[src/rtl/hmac_pkg.sv]
package hmac_pkg;

  typedef enum logic [2:0] {
    K_MUL16  = 3'd0,
    K_MAC16  = 3'd1,
    K_MACL16 = 3'd2,
    K_MULW   = 3'd3,
    K_MACW   = 3'd4,
    K_DUAL   = 3'd5,
    K_DUALA  = 3'd6,
    K_DUALL  = 3'd7
  } kind_e;

  typedef struct packed {
    logic  diff;
    logic  xchg;
    logic  b_hi;
    logic  a_hi;
    kind_e kind;
  } opc_t;

  localparam int OPC_W = $bits(opc_t);

  function automatic logic is_dual(input kind_e k);
    return (k == K_DUAL) || (k == K_DUALA) || (k == K_DUALL);
  endfunction

  function automatic logic is_word(input kind_e k);
    return (k == K_MULW) || (k == K_MACW);
  endfunction

  function automatic logic adds_acc32(input kind_e k);
    return (k == K_MAC16) || (k == K_MACW) || (k == K_DUALA);
  endfunction

  function automatic logic is_wide(input kind_e k);
    return (k == K_MACL16) || (k == K_DUALL);
  endfunction

  function automatic logic flags32(input kind_e k, input logic diff);
    return adds_acc32(k) || ((k == K_DUAL) && !diff);
  endfunction

  function automatic logic flags64(input kind_e k, input logic diff);
    return (k == K_DUALL) && diff;
  endfunction

endpackage

[src/rtl/hmac_lanes.sv]
module hmac_lanes
  import hmac_pkg::*;
#(
  parameter int DW = 32
) (
  input  kind_e                 kind,
  input  logic                  a_hi,
  input  logic                  b_hi,
  input  logic                  xchg,
  input  logic [DW-1:0]         src_a,
  input  logic [DW-1:0]         src_b,
  output logic [1:0][DW-1:0]    prod,
  output logic [DW-1:0]         wtop
);

  localparam int HW = DW / 2;
  localparam int NL = 2;
  localparam int FW = DW + HW;

  function automatic logic [DW-1:0] hprod(input logic [HW-1:0] x, input logic [HW-1:0] y);
    return $signed({{HW{x[HW-1]}}, x}) * $signed({{HW{y[HW-1]}}, y});
  endfunction

  logic          dual;
  logic          swap;
  logic [HW-1:0] a_h  [NL];
  logic [HW-1:0] b_h  [NL];
  logic [HW-1:0] bx_h [NL];

  assign dual = is_dual(kind);
  assign swap = dual && xchg;

  for (genvar k = 0; k < NL; k++) begin : g_split
    assign a_h[k]  = src_a[k*HW +: HW];
    assign b_h[k]  = src_b[k*HW +: HW];
    assign bx_h[k] = swap ? src_b[(NL-1-k)*HW +: HW] : src_b[k*HW +: HW];
  end

  for (genvar k = 0; k < NL; k++) begin : g_lane
    logic [HW-1:0] x;
    logic [HW-1:0] y;
    if (k == 0) begin : g_sel
      always_comb begin
        if (dual) begin
          x = a_h[0];
          y = bx_h[0];
        end else begin
          x = a_h[a_hi];
          y = b_h[b_hi];
        end
      end
    end else begin : g_fix
      assign x = a_h[k];
      assign y = bx_h[k];
    end
    assign prod[k] = hprod(x, y);
  end

  // halfword-by-word product, upper word of the full product
  logic [HW-1:0]        wh;
  logic signed [FW-1:0] wfull;

  assign wh    = b_h[b_hi];
  assign wfull = $signed({{HW{src_a[DW-1]}}, src_a}) * $signed({{DW{wh[HW-1]}}, wh});
  assign wtop  = DW'(wfull >>> HW);

endmodule

[src/rtl/hmac_combine.sv]
module hmac_combine
  import hmac_pkg::*;
#(
  parameter int DW = 32
) (
  input  kind_e              kind,
  input  logic               diff,
  input  logic [1:0][DW-1:0] prod,
  input  logic [DW-1:0]      wtop,
  output logic [DW:0]        term
);

  function automatic logic [DW:0] sx1(input logic [DW-1:0] v);
    return {v[DW-1], v};
  endfunction

  logic [DW:0] dual_val;

  assign dual_val = diff ? (sx1(prod[0]) - sx1(prod[1]))
                         : (sx1(prod[0]) + sx1(prod[1]));

  always_comb begin
    if (is_dual(kind))      term = dual_val;
    else if (is_word(kind)) term = sx1(wtop);
    else                    term = sx1(prod[0]);
  end

endmodule

[src/rtl/hmac_accum.sv]
module hmac_accum
  import hmac_pkg::*;
#(
  parameter int DW = 32
) (
  input  kind_e         kind,
  input  logic          diff,
  input  logic [DW:0]   term,
  input  logic [DW-1:0] acc_lo,
  input  logic [DW-1:0] acc_hi,
  output logic [DW-1:0] res_lo,
  output logic [DW-1:0] res_hi,
  output logic          ovf_evt
);

  localparam int NW = DW + 2;
  localparam int LW = 2 * DW + 1;
  localparam int TW = NW - DW + 1;

  logic [NW-1:0] sum32;
  logic [LW-1:0] sum64;
  logic [TW-1:0] top32;
  logic          fits32;
  logic          fits64;

  assign sum32 = {term[DW], term}
               + (adds_acc32(kind) ? {{2{acc_lo[DW-1]}}, acc_lo} : {NW{1'b0}});
  assign sum64 = {{(LW-DW-1){term[DW]}}, term} + {acc_hi[DW-1], acc_hi, acc_lo};

  assign top32  = sum32[NW-1:DW-1];
  assign fits32 = (&top32) || !(|top32);
  assign fits64 = (sum64[LW-1] == sum64[LW-2]);

  always_comb begin
    if (is_wide(kind)) begin
      res_lo = sum64[DW-1:0];
      res_hi = sum64[2*DW-1:DW];
    end else begin
      res_lo = sum32[DW-1:0];
      res_hi = '0;
    end
  end

  assign ovf_evt = (flags32(kind, diff) && !fits32) || (flags64(kind, diff) && !fits64);

endmodule

[src/rtl/hmac_dp.sv]
module hmac_dp
  import hmac_pkg::*;
#(
  parameter int DW = 32
) (
  input  logic             clk,
  input  logic             rst_n,
  input  logic             i_issue,
  input  logic [OPC_W-1:0] i_opc,
  input  logic [DW-1:0]    i_src_a,
  input  logic [DW-1:0]    i_src_b,
  input  logic [DW-1:0]    i_acc_lo,
  input  logic [DW-1:0]    i_acc_hi,
  input  logic             i_q_clr,
  output logic             o_valid,
  output logic [DW-1:0]    o_res_lo,
  output logic [DW-1:0]    o_res_hi,
  output logic             o_q
);

  opc_t               opc;
  logic [1:0][DW-1:0] prod;
  logic [DW-1:0]      wtop;
  logic [DW:0]        term;
  logic [DW-1:0]      nxt_lo;
  logic [DW-1:0]      nxt_hi;
  logic               ovf_evt;
  logic               q_set;

  assign opc = opc_t'(i_opc);

  hmac_lanes #(.DW(DW)) u_lanes (
    .kind  (opc.kind),
    .a_hi  (opc.a_hi),
    .b_hi  (opc.b_hi),
    .xchg  (opc.xchg),
    .src_a (i_src_a),
    .src_b (i_src_b),
    .prod  (prod),
    .wtop  (wtop)
  );

  hmac_combine #(.DW(DW)) u_comb (
    .kind (opc.kind),
    .diff (opc.diff),
    .prod (prod),
    .wtop (wtop),
    .term (term)
  );

  hmac_accum #(.DW(DW)) u_acc (
    .kind    (opc.kind),
    .diff    (opc.diff),
    .term    (term),
    .acc_lo  (i_acc_lo),
    .acc_hi  (i_acc_hi),
    .res_lo  (nxt_lo),
    .res_hi  (nxt_hi),
    .ovf_evt (ovf_evt)
  );

  assign q_set = i_issue && ovf_evt;

  always_ff @(posedge clk or negedge rst_n) begin
    if (!rst_n) begin
      o_valid  <= 1'b0;
      o_res_lo <= '0;
      o_res_hi <= '0;
      o_q      <= 1'b0;
    end else begin
      o_valid <= i_issue;
      if (i_issue) begin
        o_res_lo <= nxt_lo;
        o_res_hi <= nxt_hi;
      end
      o_q <= (o_q && !i_q_clr) || q_set;
    end
  end

endmodule

[config.mk]
export PLATFORM = sky130hd
export DESIGN_NAME = hmac_dp
export DESIGN_NICKNAME = d
export VERILOG_FILES = /design/src/rtl/hmac_pkg.sv /design/src/rtl/hmac_lanes.sv /design/src/rtl/hmac_combine.sv /design/src/rtl/hmac_accum.sv /design/src/rtl/hmac_dp.sv
export SDC_FILE = /design/constraint.sdc
export NUM_CORES = 2
export LEC_CHECK = 0
export BUFFER_PORTS_ARGS = -buffer_cell sky130_fd_sc_hd__buf_2
export CAP_MARGIN = 25
export CORE_ASPECT_RATIO = 1.5
export CORE_MARGIN = 4
export CORE_UTILIZATION = 30
export DETAILED_ROUTE_END_ITERATION = 8
export PLACE_DENSITY = 0.46
export SLEW_MARGIN = 20
export SYNTH_ARGS = -nofsm -noshare
export SYNTH_HDL_FRONTEND = slang
export SYNTH_SLANG_ARGS = --single-unit
[constraint.sdc]
create_clock -name clk -period 0.8 [get_ports clk]
set_clock_uncertainty 0.2 [all_clocks]
set_input_delay 0.04 -clock clk [delete_from_list [all_inputs] [get_ports clk]]
set_output_delay 0.04 -clock clk [all_outputs]
set_load 0.01 [all_outputs]
==> results.cfg <==
[finish]
final_common_cell = buf_4
mostFrequentLayoutCells = buf_4, inv_1, fa_1
final_cells = 9245
drive_gt1_share_pct = 33.4
fin_area_um2 = 68100
area_delta_synth_final_pct = 40.8
layout.nets = 8695
fillers = 16200

[global_routing]
grt_usage_pct = 24.1
grt-ovfl-total = 0
grt_max_degree = 32
antenna_found_initial = 22
grt_pass1_vias = 50100
grt_pass1_wl_um = 305000

[placed_design]
place_congestion = 0.963
place_area_um2 = 62900
dp_cells = 9054
dpl.hpwl_um = 172000
port_buffers = 204

[drt]
routed_via_density = 4.85
top_layer_used = met5
detail_route.wirelength_um = 200000
wl_met3_um = 8040
routedLengthMet1_um = 77400
route.detailed.drc = 0
vias = 44900
final_antenna_net_count = 0
drt_first_pass_iters = 6
wl_met2_um = 103000
wl_per_cell_um = 21.6
drtIter0Drc = 1955

[timing]
grt_setup_unrepaired = yes
hold_viol_final = 4
finalCritPeriodShare_pct = 1440
fmax_mhz = 86.6
finalMaxSlewViolations = 0
setup_slack_ns = -10.75
setup_viol = 131
worst_pin_slew_ns = 0.637
relSlewSlack_pct = 57.2
setup_tns_ns = -637.80
whs_ns = -0.0681
fin_crit_ns = 11.55

[synthesis]
syn_inst = 5613
syn_avg_cell_area_um2 = 8.61
synth-async-reset-ratio_pct = 100
ys.flop_type = dfrtp_1
synth.net_count = 7171
yosysTopAreaCellShare_pct = 41.9
ys_seq_area_share_pct = 3.42
ys_ff_latch = 66
ys_top_cells_by_area = fa_1, ha_1, inv_1
syn-cell-area_um2 = 48300
yosys.area.top_type = fa_1
synth_edf_count = 0
yosys_warnings = 0
yosysUniqueCellTypes = 92

[clocking]
clock_latency_ns = 0.37
cts_tree = yes
cts.sinks = 66
cts_buffer_depth = 2
cts.clk_slew.worst_paths_ns = 0.07
cts-root-buf = clkbuf_16
numCtsBuffers = 9
hold_buffers = 1
h-tree-depth = 3

[setup_path]
worstSetupPathType = input port to flip-flop
cp-startpoint = i_opc[1]
worst_setup_path_start_kind = input port
r2r_cells = 2
r2r_slack_ns = -0.32
crit_arrival_ns = 11.59
crit_top_cell = fa_1
worstPathMaxFanout = 10
slowest_stage = fa_1
cp-end-kind = flip-flop
worst_ep_required_time_ns = 0.84
endpoint = o_q
r2r_start = o_q
slowest_delay_ns = 0.58
r2r_end = o_q

[outcome]
status = finished with violations
violations = negative hold slack, negative setup slack

[floorplanning]
core_um2 = 160000
die_w_um = 336
die_y_um = 500
io_pins = 205
initial_utilization_pct = 30.1
dieArea_um2 = 168000
num_rows = 180

[hold_path]
hp-class = input port to flip-flop

[run]
drv_cap = 0
[repair_timing]
| action | 4_1_cts | 5_1_grt |
|---|---|---|
| setup endpoints to repair | 131 | 131 |
| pin swaps | 293 | 56 |
| endpoints found under the hold margin | 68 | 2 |
| cloned | 9 | 1 |
| gates resized for setup | 530 | 116 |
| setup buffers | 162 | 25 |
[worst min path at each step]
stage	from	endpoint	slack, ns	cells after the start
floorplan	rst_n	o_q	-0.46	0
global placement	rst_n	o_res_hi[0]	-0.18	2
detailed placement	rst_n	o_res_hi[0]	-0.18	2
CTS	i_acc_lo[0]	o_res_lo[0]	-0.07	4
global route	i_q_clr	o_q	-0.04	4
finish	i_acc_lo[0]	o_res_lo[0]	-0.07	4
[metrics by stage]
stage               utilization [%]  worst slack, ns  hold slack (ns)
floorplan                         -           -10.69           -0.456
global placement               39.2           -11.41           -0.178
detailed placement             39.2           -11.48           -0.179
CTS                            41.9           -10.58          -0.0745
global route                   42.4           -11.07          -0.0414
finish                         42.5           -10.75          -0.0681
[sequential cells by signal, summed over array words and instances, names as in the netlist]
name and count:
o_q 1, o_res_hi 32, o_res_lo 32, o_valid 1
[cell usage after synthesis, types with 24 or more instances]
library cell	instances
inv_1	1097
fa_1	1013
nand2_1	703
ha_1	406
nor2_1	285
a21oi_1	252
clkbuf_1	226
nor2b_1	203
and2_1	159
xnor2_1	159
o21ai_0	118
a21o_1	106
xor2_1	78
dfrtp_1	66
mux2_2	52
nand3_1	50
or2_2	50
nand2b_1	46
nor3_1	42
mux2i_1	40
o21a_1	39
and3_1	33
nand4_1	31
a31oi_1	30
o21bai_1	28
a22o_1	27
a211oi_1	24
[metal layers]
layer | vias up | global-route usage [%]
met5 | - | 0
met4 | 8 | 10.7
met3 | 369 | 2.61
met2 | 988 | 44.3
met1 | 22900 | 28.1
li1 | 20600 | -
[worst max-delay path: cells and delay by family]
kind,cells,cell delay (ns)
xor+xnor,3,0.51
compound gates,15,2.72
fa+ha+maj,9,3.89
buf+inv,13,1.68
simple gates,11,2.03
mux,2,0.67
[logic make-up (layout without fill, tap and decap cells)]
kind of cell / Yosys count / in the layout / share of synthesized area, %
mux: 92 / 95 / 2.04
xor+xnor: 238 / 238 / 4.33
other cells: 0 / 10 / 0
fa+ha+maj: 1419 / 1419 / 52.5
buf+inv: 1339 / 2865 / 10.4
simple gates: 1653 / 1653 / 16.2
compound gates: 806 / 806 / 11.1
flops: 66 / 66 / 3.42
[layout make-up]
cell class	instances	area (um2)	area share [%]
diodes	10	25.0	0.0368
well taps	2093	2620	3.85
multi-input cells	4211	45200	66.4
inverters	1098	4120	6.06
clock inverters	6	115	0.169
clock buffers	10	229	0.336
flip-flops and latches	66	1660	2.43
repair buffers	1751	14100	20.7
Power is not shown: default switching activity piles up to over one toggle a cycle in this logic, so the estimate is an artifact.
